$ cat config.mk
export PLATFORM = sky130hd
export DESIGN_NAME = pmu_dual_counter
export DESIGN_NICKNAME = d
export VERILOG_FILES = /design/src/rtl/pmu_pkg.sv /design/src/rtl/pmu_ctrl_regs.sv /design/src/rtl/pmu_evt_select.sv /design/src/rtl/pmu_counter_slice.sv /design/src/rtl/pmu_dual_counter.sv
export SDC_FILE = /design/constraint.sdc
export NUM_CORES = 1
export LEC_CHECK = 0
export ABC_AREA = 1
export BUFFER_PORTS_ARGS = -buffer_cell sky130_fd_sc_hd__clkbuf_2
export CAP_MARGIN = 15
export CORE_ASPECT_RATIO = 0.8
export CORE_MARGIN = 3
export CORE_UTILIZATION = 50
export CTS_BUF_LIST = sky130_fd_sc_hd__clkbuf_16
export CTS_CLUSTER_SIZE = 10
export DETAILED_ROUTE_END_ITERATION = 10
export GPL_TIMING_DRIVEN = 0
export PLACE_DENSITY = 0.77
export SLEW_MARGIN = 20
export SYNTH_ARGS = -nofsm -noshare
export SYNTH_HDL_FRONTEND = slang
export SYNTH_SLANG_ARGS = --single-unit
$ cat constraint.sdc
create_clock -name clk -period 5.2 [get_ports clk]
set_clock_uncertainty 0.2 [all_clocks]
set_input_delay 1.04 -clock clk [delete_from_list [all_inputs] [get_ports clk]]
set_output_delay 1.04 -clock clk [all_outputs]
set_load 0.03 [all_outputs]
$ cat src/rtl/pmu_pkg.sv
package pmu_pkg;

    localparam int PMU_CODE_W   = 6;
    localparam int PMU_LAST_DEF = 'h3B;

    typedef struct packed {
        logic                  ovf_en;
        logic                  user_en;
        logic                  kern_en;
        logic                  dur_mode;
        logic [PMU_CODE_W-1:0] code;
    } ctr_cfg_t;

    localparam int PMU_CFG_W = $bits(ctr_cfg_t);

    typedef enum logic {
        OVF_LOW  = 1'b0,
        OVF_HELD = 1'b1
    } ovf_state_e;

    // Returns 1 when the code names an event source on the given counter.
    function automatic logic code_defined(input int unsigned ctr,
                                          input logic [PMU_CODE_W-1:0] c);
        logic ok;
        ok = 1'b1;
        if (int'(c) > PMU_LAST_DEF)                    ok = 1'b0;
        if (c == 6'h10 || c == 6'h11)                  ok = 1'b0;
        if (c == 6'h20 || c == 6'h21)                  ok = 1'b0;
        if (ctr == 1 && c == 6'h39)                    ok = 1'b0;
        return ok;
    endfunction

endpackage

$ cat src/rtl/pmu_ctrl_regs.sv
module pmu_ctrl_regs
    import pmu_pkg::*;
#(
    parameter int NUM_CTR = 2,
    parameter int CNT_W   = 40,
    parameter int ADDR_W  = 2,
    parameter int SLOT_W  = 16
) (
    input  logic                              clk,
    input  logic                              rst_n,
    input  logic                              wr_en,
    input  logic [ADDR_W-1:0]                 addr,
    input  ctr_cfg_t [NUM_CTR-1:0]            cfg_wdata,
    input  logic [NUM_CTR-1:0][CNT_W-1:0]     cnt_all,
    output ctr_cfg_t [NUM_CTR-1:0]            cfg_q,
    output logic [NUM_CTR-1:0]                cnt_wr,
    output logic [CNT_W-1:0]                  rdata
);

    localparam logic [ADDR_W-1:0] CTRL_ADDR = '0;

    logic ctrl_wr;
    logic [CNT_W-1:0] ctrl_word;

    assign ctrl_wr = wr_en && (addr == CTRL_ADDR);

    always_ff @(posedge clk or negedge rst_n) begin
        if (!rst_n) begin
            cfg_q <= '0;
        end else if (ctrl_wr) begin
            cfg_q <= cfg_wdata;
        end
    end

    generate
        for (genvar k = 0; k < NUM_CTR; k++) begin : g_dec
            assign cnt_wr[k] = wr_en && (addr == ADDR_W'(k + 1));
        end
    endgenerate

    always_comb begin
        ctrl_word = '0;
        for (int k = 0; k < NUM_CTR; k++) begin
            ctrl_word[k*SLOT_W +: PMU_CFG_W] = cfg_q[k];
        end
    end

    always_comb begin
        rdata = '0;
        if (addr == CTRL_ADDR) rdata = ctrl_word;
        for (int k = 0; k < NUM_CTR; k++) begin
            if (addr == ADDR_W'(k + 1)) rdata = cnt_all[k];
        end
    end

    // a control write is visible on the next cycle
    p_ctrl_load_r2: assert property (@(posedge clk) disable iff (!rst_n)
        ctrl_wr |=> cfg_q == $past(cfg_wdata));

    // at most one counter decode per write
    p_one_target_r2: assert property (@(posedge clk) disable iff (!rst_n)
        $onehot0({ctrl_wr, cnt_wr}));

endmodule

$ cat src/rtl/pmu_evt_select.sv
module pmu_evt_select
    import pmu_pkg::*;
#(
    parameter int CTR_IDX   = 0,
    parameter int NUM_CODES = 64
) (
    input  logic [2*NUM_CODES-1:0]  lane_bus,
    input  ctr_cfg_t                cfg,
    input  logic [1:0]              priv_lvl,
    output logic                    code_ok,
    output logic [1:0]              inc
);

    localparam logic [1:0] USER_LVL = 2'd3;

    logic [1:0] raw;
    logic [1:0] clamped;
    logic       at_user;
    logic       priv_ok;

    assign code_ok = code_defined(CTR_IDX, cfg.code);
    assign raw     = lane_bus[{cfg.code, 1'b0} +: 2];
    assign clamped = (raw == 2'd3) ? 2'd2 : raw;
    assign at_user = (priv_lvl == USER_LVL);

    always_comb begin
        if (!cfg.kern_en && !cfg.user_en) begin
            priv_ok = 1'b1;
        end else begin
            priv_ok = (cfg.kern_en && !at_user) || (cfg.user_en && at_user);
        end
    end

    always_comb begin
        inc = 2'd0;
        if (code_ok && priv_ok) begin
            if (cfg.dur_mode) inc = (raw != 2'd0) ? 2'd1 : 2'd0;
            else              inc = clamped;
        end
    end

    // never more than two per clock
    always_comb begin
        a_inc_range_r4: assert (inc != 2'd3);
    end

endmodule

$ cat src/rtl/pmu_counter_slice.sv
module pmu_counter_slice
    import pmu_pkg::*;
#(
    parameter int CNT_W = 40
) (
    input  logic             clk,
    input  logic             rst_n,
    input  logic             wr_hit,
    input  logic [CNT_W-1:0] wr_data,
    input  logic [1:0]       inc,
    input  logic             ovf_en,
    output logic [CNT_W-1:0] cnt_q,
    output logic             ovf_pin
);

    logic [CNT_W:0] sum;
    logic           wrap;
    ovf_state_e     state_q, state_d;

    assign sum  = {1'b0, cnt_q} + {{(CNT_W-1){1'b0}}, inc};
    assign wrap = sum[CNT_W];

    always_ff @(posedge clk or negedge rst_n) begin
        if (!rst_n)      cnt_q <= '0;
        else if (wr_hit) cnt_q <= wr_data;
        else             cnt_q <= sum[CNT_W-1:0];
    end

    always_ff @(posedge clk or negedge rst_n) begin
        if (!rst_n) state_q <= OVF_LOW;
        else        state_q <= state_d;
    end

    always_comb begin
        state_d = state_q;
        unique case (state_q)
            OVF_LOW:  if (!wr_hit && wrap && ovf_en) state_d = OVF_HELD;
            OVF_HELD: if (wr_hit)                    state_d = OVF_LOW;
            default:  state_d = OVF_LOW;
        endcase
    end

    always_comb begin
        ovf_pin = 1'b0;
        unique case (state_q)
            OVF_LOW:  ovf_pin = 1'b0;
            OVF_HELD: ovf_pin = 1'b1;
            default:  ovf_pin = 1'b0;
        endcase
    end

    // software write wins
    p_write_wins_r12: assert property (@(posedge clk) disable iff (!rst_n)
        wr_hit |=> cnt_q == $past(wr_data));

    // write clears the pin
    p_write_clears_r12: assert property (@(posedge clk) disable iff (!rst_n)
        wr_hit |=> !ovf_pin);

    // pin holds until a write
    p_pin_hold_r10: assert property (@(posedge clk) disable iff (!rst_n)
        (ovf_pin && !wr_hit) |=> ovf_pin);

    // pin only rises on a wrap with enable set
    p_pin_rise_r10: assert property (@(posedge clk) disable iff (!rst_n)
        $rose(ovf_pin) |-> ($past(ovf_en) && (cnt_q < $past(cnt_q))));

    // step bound without a write
    p_step_bound_r4: assert property (@(posedge clk) disable iff (!rst_n)
        !wr_hit |=> (cnt_q - $past(cnt_q)) <= CNT_W'(2));

endmodule

$ cat src/rtl/pmu_dual_counter.sv
module pmu_dual_counter
    import pmu_pkg::*;
#(
    parameter int NUM_CTR = 2,
    parameter int CNT_W   = 40,
    parameter int ADDR_W  = 2,
    parameter int SLOT_W  = 16,
    localparam int NUM_CODES = 1 << PMU_CODE_W,
    localparam int BUS_W     = NUM_CTR * NUM_CODES * 2
) (
    input  logic               clk,
    input  logic               rst_n,
    input  logic               reg_wr_en,
    input  logic [ADDR_W-1:0]  reg_addr,
    input  logic [CNT_W-1:0]   reg_wdata,
    output logic [CNT_W-1:0]   reg_rdata,
    input  logic [1:0]         priv_lvl,
    input  logic [BUS_W-1:0]   evt_bus,
    output logic [NUM_CTR-1:0] ovf_pin
);

    ctr_cfg_t [NUM_CTR-1:0]        cfg_wdata;
    ctr_cfg_t [NUM_CTR-1:0]        cfg_q;
    logic [NUM_CTR-1:0]            cnt_wr;
    logic [NUM_CTR-1:0][CNT_W-1:0] cnt_all;
    logic [NUM_CTR-1:0][1:0]       inc;
    logic [NUM_CTR-1:0]            code_ok;

    generate
        for (genvar k = 0; k < NUM_CTR; k++) begin : g_wslot
            assign cfg_wdata[k] = reg_wdata[k*SLOT_W +: PMU_CFG_W];
        end
    endgenerate

    pmu_ctrl_regs #(
        .NUM_CTR (NUM_CTR),
        .CNT_W   (CNT_W),
        .ADDR_W  (ADDR_W),
        .SLOT_W  (SLOT_W)
    ) u_regs (
        .clk       (clk),
        .rst_n     (rst_n),
        .wr_en     (reg_wr_en),
        .addr      (reg_addr),
        .cfg_wdata (cfg_wdata),
        .cnt_all   (cnt_all),
        .cfg_q     (cfg_q),
        .cnt_wr    (cnt_wr),
        .rdata     (reg_rdata)
    );

    generate
        for (genvar k = 0; k < NUM_CTR; k++) begin : g_ctr
            pmu_evt_select #(
                .CTR_IDX   (k),
                .NUM_CODES (NUM_CODES)
            ) u_sel (
                .lane_bus (evt_bus[k*NUM_CODES*2 +: NUM_CODES*2]),
                .cfg      (cfg_q[k]),
                .priv_lvl (priv_lvl),
                .code_ok  (code_ok[k]),
                .inc      (inc[k])
            );

            pmu_counter_slice #(
                .CNT_W (CNT_W)
            ) u_slice (
                .clk     (clk),
                .rst_n   (rst_n),
                .wr_hit  (cnt_wr[k]),
                .wr_data (reg_wdata),
                .inc     (inc[k]),
                .ovf_en  (cfg_q[k].ovf_en),
                .cnt_q   (cnt_all[k]),
                .ovf_pin (ovf_pin[k])
            );

            // undefined code leaves the counter untouched
            p_undef_quiet_r9: assert property (@(posedge clk) disable iff (!rst_n)
                (!code_ok[k] && !cnt_wr[k]) |=> $stable(cnt_all[k]));

            // duration mode steps by at most one
            p_dur_unit_r5: assert property (@(posedge clk) disable iff (!rst_n)
                (cfg_q[k].dur_mode && !cnt_wr[k]) |=>
                    (cnt_all[k] - $past(cnt_all[k])) <= CNT_W'(1));

            // kernel-only blocks the user level
            p_priv_block_r6: assert property (@(posedge clk) disable iff (!rst_n)
                (cfg_q[k].kern_en && !cfg_q[k].user_en && priv_lvl == 2'd3
                 && !cnt_wr[k]) |=> $stable(cnt_all[k]));
        end
    endgenerate

endmodule

# Word level (Yosys, flattened, before mapping)
# Index checks and enable logic that the tools add are counted.
[word_totals] reg_bits=102 word_cells=97
[classes] bitwise_logic=2 n_mux=30 shifts=2 magnitude_cmp=2 addsub=2 eq_ne=14 n_reduce_logical=31
[ops] op="variable part select 128 x 8 -> 2 bit" count=2
[ops] op="2-to-1 mux 40 bit" count=4
[ops] op="adder 40 x 2 -> 41 bit" count=2
[ops] op="== test 6 bit, second input constant" count=5
[ops] op="2-to-1 mux 26 bit" count=1
[ops] op="== test 6 x 5 -> 1 bit, second input constant" count=4
[ops] op="logical AND 1 bit" count=15
[ops] op="2-to-1 mux 1 bit" count=15
[ops] op="greater-than comparator 6 bit, second input constant" count=2
[ops] op="2-to-1 mux 2 bit" count=6
[ops] op="== test 2 bit, second input constant" count=4
[ops] op="one-hot mux 1 bit (2 select lines)" count=4
[ops] op="zero test 1 bit" count=7
[ops] op="logical OR 1 bit" count=6
[ops] op="nonzero test 2 bit" count=2
[ops] op="== test 2 x 1 -> 1 bit, second input constant" count=1
[ops] op="zero test 2 bit" count=1
[ops] op="NOT 1 bit" count=2

# Logic depth before layout (Yosys ltp)
[depth] word_depth=12 mapped_depth=31 ltp_nobuf=29

# By module
# A second synthesis with hierarchy kept.
[unflattened] cells_unflattened=1904 hier_area_um2=10496.3
[modules_own_cells] mod="pmu_counter_slice at g_ctr[1].u_slice" seq_area_each_um2=1026.0 area_per_inst_um2=2767.7 instances=1 cells_each=414
[modules_own_cells] mod="pmu_counter_slice at g_ctr[0].u_slice" seq_area_each_um2=1026.0 area_per_inst_um2=2715.1 instances=1 cells_each=402
[modules_own_cells] mod="pmu_evt_select at g_ctr[1].u_sel" seq_area_each_um2=0.0 area_per_inst_um2=1773.0 instances=1 cells_each=430
[modules_own_cells] mod="pmu_evt_select at g_ctr[0].u_sel" seq_area_each_um2=0.0 area_per_inst_um2=1765.4 instances=1 cells_each=409
[modules_own_cells] mod="pmu_ctrl_regs" seq_area_each_um2=500.5 area_per_inst_um2=1475.2 instances=1 cells_each=249

# Least setup slack after synthesis
# OpenSTA, ideal clock, no wires.
[synth_timing] path_kind="input -> register" startpoint="in evt_bus[95]" endpoint="reg g_ctr[0].u_slice.cnt_q[32]" cell_stages=28 setup_slack_ns=1.505 setup_time_ns=0.117 t_arrival_ns=3.377 required_ns=4.883 path_cell_list="inv_1 > nand2_1 > nand3_1 > nand2_1 > nand2_1 > nand2_1 > inv_1 > nand2_1 > nand2_1 > nand2_1 > o21ai_1 > nand2_1 > nor2_1 > ha_1 > inv_1 > fa_1 > inv_1 > nand3_2 > nor2_4 > nand2_2 > nor2_4 > nand3_4 > nor2_4 > nand2_2 > inv_2 > nand2_1 > nand3_1 > nand2_1"
[synth_via] elab_chain_cells=7 word_cells_on_any_way=9 classes_between="1 x add/sub; 1 x eq/ne; 1 x shift; 5 x mux; 1 x reduce/logical"
[synth_lines] element="start: declaration" line_no="pmu_dual_counter.sv:18" text="input logic [BUS_W-1:0] evt_bus,"
[synth_lines] element="variable part select 128 x 8 -> 2 bit *" line_no="pmu_evt_select.sv:22" text="assign raw = lane_bus[{cfg.code, 1'b0} +: 2];"
[synth_lines] element="== test 2 bit or nonzero test 2 bit (tied branches)" line_no="pmu_evt_select.sv:23, pmu_evt_select.sv:37"
[synth_lines] element="2-to-1 mux 2 bit or 2-to-1 mux 1 bit (tied branches)" line_no="pmu_evt_select.sv:23, pmu_evt_select.sv:37"
[synth_lines] element="2-to-1 mux 2 bit *" line_no="pmu_evt_select.sv:37" text="if (cfg.dur_mode) inc = (raw != 2'd0) ? 2'd1 : 2'd0;"
[synth_lines] element="2-to-1 mux 2 bit *" line_no="pmu_evt_select.sv:36" text="if (code_ok && priv_ok) begin"
[synth_lines] element="adder 40 x 2 -> 41 bit *" line_no="pmu_counter_slice.sv:20" text="assign sum = {1'b0, cnt_q} + {{(CNT_W-1){1'b0}}, inc};"
[synth_lines] element="2-to-1 mux 40 bit *" line_no="pmu_counter_slice.sv:25" text="else if (wr_hit) cnt_q <= wr_data;"
[synth_lines] element="end signal: assignment" line_no="pmu_counter_slice.sv:25"
[synth_lines] element="end signal: assignment" line_no="pmu_counter_slice.sv:26" text="else cnt_q <= sum[CNT_W-1:0];"
[synth_lines] element="end: declaration" line_no="pmu_counter_slice.sv:12" text="output logic [CNT_W-1:0] cnt_q,"
# Mark *: on every way between the ends. The rest lies on a longest branch, timed or not.
# A chain may end at the register's enable or synchronous reset.

# Final worst setup path
[layout_timing] startpoint="reg u_regs.cfg_q[10] (netlist name)" endpoint="reg g_ctr[1].u_slice.cnt_q[30]"
[layout_via] elab_chain_cells=9 word_cells_on_any_way=22 classes_between="1 x add/sub; 1 x order compare; 6 x eq/ne; 1 x shift; 9 x mux; 4 x reduce/logical"
[layout_lines] element="branches (longest 6 deep; another with variable part select 128 x 8 -> 2 bit)"
[layout_lines] element="2-to-1 mux 2 bit *" line_no="pmu_evt_select.sv:36"
[layout_lines] element="adder 40 x 2 -> 41 bit *" line_no="pmu_counter_slice.sv:20"
[layout_lines] element="2-to-1 mux 40 bit *" line_no="pmu_counter_slice.sv:25"
[layout_lines] element="end signal: assignment" line_no="pmu_counter_slice.sv:25"
[layout_lines] element="end signal: assignment" line_no="pmu_counter_slice.sv:26"
[layout_lines] element="end: declaration" line_no="pmu_counter_slice.sv:12"
# Mark *: on every way between the ends.

==> impl_metrics.json <==
{
  "status": "completed",
  "start_util_pct": 52.1,
  "syn_area_per_cell_um2": 5.84,
  "synth-main-ff-cell": "dfrtp_1",
  "use_met2_pct": 59.0,
  "cts_buffers": 9,
  "slew-limit-headroom_pct": 46.5,
  "cts_setup_buffers": 0,
  "routed_wirelength_um": 40800,
  "seq_area_frac_synth_pct": 26.5,
  "syn_to_final_growth_pct": 25.0,
  "grt_max_degree": 71,
  "final_cell_mix": "640 x nand2_1, 343 x clkbuf_2, 224 x inv_1, 162 x nand3_1, 117 x nor2_1",
  "clockBufferDepth": 2,
  "met1_usage_pct": 51.4,
  "min_to": "g_ctr[1].u_slice.state_q$_DFF_PN0_",
  "numPortBuffers": 344,
  "cts_htree_levels": 3,
  "r2r-start": "u_regs.cfg_q[10]$_DFFE_PN0P_",
  "drcViolationCount": 0,
  "power_frac_comb_pct": 45.4,
  "seq_area_um2": 2550,
  "syn_area_um2": 9630,
  "cts_sinks": 102,
  "p_per_area_nw_per_um2": 289,
  "core_area_um2": 18500,
  "maxCapViolCount": 0,
  "grt_pass1_wl_um": 61300,
  "tightest_slew_ps": 795,
  "dr.first_iter.drc_count": 1313,
  "ys_types": 41,
  "p_int_mw": 1.91,
  "multi_input_area_um2": 5870,
  "crit_required_ps": 5250,
  "switchingPower_mw": 1.56,
  "critPathLaunchType": "flip-flop",
  "p_leak_nw": 6.75,
  "wl_per_cell_um": 18.0,
  "seqPwrFrac_pct": 32.6,
  "vias": 12300,
  "placed_area_um2": 11700,
  "vias_per_cell": 5.43,
  "yosysWarnings": 0,
  "finalSetupTns_ps": 0,
  "die_h_um": 130,
  "slew_violations": 0,
  "cp_max_fo": 10,
  "cp-end-kind": "flip-flop",
  "hold_path_depth": 2,
  "place_hpwl_um": 33600,
  "grt_pass1_vias": 11400,
  "finalCritPeriodShare_pct": 84.4,
  "ctsResizeCount": 0,
  "cts.clk_slew.worst_paths_ps": 80,
  "cts_tree": "yes",
  "cp.arrival_ps": 4440,
  "n_fill_cell": 1863,
  "io_pins": 345,
  "gp_congestion": 0.978,
  "cts_hold_buf": 0,
  "hold_path_class": "reg -> reg",
  "overflow": 0,
  "syn-num-nets": 1958,
  "antenna_cells": 0,
  "finalPower_mw": 3.48,
  "die-area_um2": 21000,
  "vdd_drop_max_mv": 0.166,
  "drive_gt1_share_pct": 21.8,
  "switching_share_pct": 45.0,
  "die_x_um": 161,
  "period_needed_ps": 4390,
  "ant_nets": 0,
  "nets": 2314,
  "clock_tree.root_cell": "clkbuf_16",
  "setup_viol": 0,
  "synth_edf_count": 0,
  "crit_type": "reg -> reg",
  "final_common_cell": "nand2_1",
  "top_usage_layer": "met2",
  "rrSetupSlack_ps": 810,
  "reg2regPathDepth": 24,
  "hold_viol_final": 0,
  "power_frac_clock_pct": 22.0,
  "synth_seq_cells": 102,
  "async_flop_share_pct": 100,
  "fmax_ghz": 0.228,
  "r2r_end": "g_ctr[1].u_slice.cnt_q[30]$_DFF_PN0_",
  "first_pass_iters": 7,
  "design_area_um2": 12000,
  "rows": 44,
  "hold_start": "g_ctr[1].u_slice.state_q$_DFF_PN0_",
  "synth_cells": 1649,
  "grt_antenna_before_repair": 2,
  "grt_usage_pct": 37.7,
  "met3_usage_pct": 10.9,
  "clk_latency_ps": 360,
  "rsz0062_at_grt": "no"
}
==> registers in the layout, summed over array words and instances, names as in the netlist <==
register,flops
g_ctr.u_slice.state_q,2
g_ctr.u_slice.cnt_q,80
u_regs.cfg_q,20
==> cell type report <==
| cell class | instances | area share [%] |
|---|---|---|
| multi-input cells | 1243 | 48.8 |
| flip-flops and latches | 102 | 21.2 |
| repair buffers | 345 | 14.6 |
| inverters | 234 | 7.34 |
| plain buffers | 70 | 2.68 |
| well taps | 253 | 2.63 |
| clock buffers | 9 | 1.87 |
| clock inverters | 7 | 0.863 |
==> power by group through the flow <==
stage               logic, mW  clock network, mW  registers [mW]
global route             1.75              0.793            1.15
finish                   1.58              0.766            1.13
CTS                      1.55              0.763            1.13
detailed placement       1.54                  0            1.14
global placement         1.51                  0            1.13
floorplan                1.04                  0            1.09
==> cells in the mapped netlist, types with 2 or more instances <==
| master | n | area, um^2 |
|---|---|---|
| buf_2 | 27 | 135 |
| inv_1 | 223 | 837 |
| o211ai_1 | 11 | 82.6 |
| nand2_2 | 5 | 31.3 |
| xor2_1 | 51 | 447 |
| and3_1 | 2 | 12.5 |
| a21oi_1 | 17 | 85.1 |
| fa_1 | 2 | 40.0 |
| xnor2_1 | 7 | 61.3 |
| ha_1 | 4 | 50.1 |
| clkbuf_1 | 36 | 135 |
| nand3_4 | 2 | 35.0 |
| nor4_1 | 5 | 31.3 |
| o22ai_1 | 16 | 100 |
| or2_2 | 2 | 12.5 |
| nor2_1 | 117 | 439 |
| nand4_1 | 23 | 144 |
| o21ai_1 | 3 | 15.0 |
| nand3b_1 | 4 | 30.0 |
| nor3_1 | 32 | 160 |
| nand2_1 | 640 | 2400 |
| nor2_4 | 6 | 67.6 |
| nor2_2 | 6 | 37.5 |
| nand3_2 | 4 | 40.0 |
| o221ai_1 | 7 | 61.3 |
| o21ai_0 | 97 | 485 |
| dfrtp_1 | 102 | 2550 |
| a31oi_1 | 7 | 43.8 |
| nor3_2 | 4 | 40.0 |
| buf_4 | 7 | 52.6 |
| inv_2 | 8 | 30.0 |
| nand3_1 | 162 | 811 |
| inv_4 | 2 | 12.5 |
==> logic make-up (layout without fill, tap and decap cells) <==
kind of cell               count (synthesis)  after routing  share of synthesized area (%)
AOI/OAI and AO/OA                        160            160                           9.32
xor gates and xnor gates                  58             58                           5.27
adders and majority gates                  6              6                          0.935
buffers and inverters                    304            665                           12.5
DFF                                      102            102                           26.5
muxes                                      1              1                          0.117
and+or+nand+nor                         1018           1018                           45.3
==> routing by layer <==
layer  vias up  wire length [um]
met5         -                13
met4         2              1070
met3        66              5350
met2       707             17800
met1      5630             16600
li1       5883                 -
==> per-stage QoR <==
step	setup WS, ps	std cells	hold slack (ps)	util (%)
CTS	807	2263	311	65.1
global placement	679	2246	284	63.1
floorplan	1510	1649	264	-
finish	812	2263	313	65.1
global route	278	2263	357	65.1
detailed placement	655	2247	294	63.3
==> worst max path at each step <==
stage	slack, ps	cells past startpoint	endpoint	from
final	810	24	g_ctr[1].u_slice.cnt_q[30]$_DFF_PN0_	u_regs.cfg_q[10]$_DFFE_PN0P_
after global routing	280	24	g_ctr[1].u_slice.cnt_q[30]$_DFF_PN0_	u_regs.cfg_q[10]$_DFFE_PN0P_
after CTS	810	24	g_ctr[1].u_slice.cnt_q[30]$_DFF_PN0_	u_regs.cfg_q[10]$_DFFE_PN0P_
after detailed placement	650	23	g_ctr[1].u_slice.cnt_q[30]$_DFF_PN0_	evt_bus[130]
after global placement	680	23	g_ctr[1].u_slice.cnt_q[30]$_DFF_PN0_	evt_bus[130]
after floorplan	1510	28	g_ctr[0].u_slice.cnt_q[32]$_DFF_PN0_	evt_bus[95]
==> critical path, cell delays in order (launching register included) <==
cell	delay [ps]
dfrtp_1	410
inv_2	90
clkbuf_1	430
nor2_1	70
o21ai_0	290
nand3_1	130
nand3_1	140
nand2_1	60
nand2_1	50
nand2_1	40
nor2_1	110
nor2_1	60
nor2_1	190
ha_1	220
inv_1	60
fa_1	410
nor2_2	250
nand2_1	140
nor2_2	190
nand3_1	200
nor3_2	200
nand2_1	90
xor2_1	150
nand2_1	70
nand2_1	50
Power figures use the tool's default switching activity.
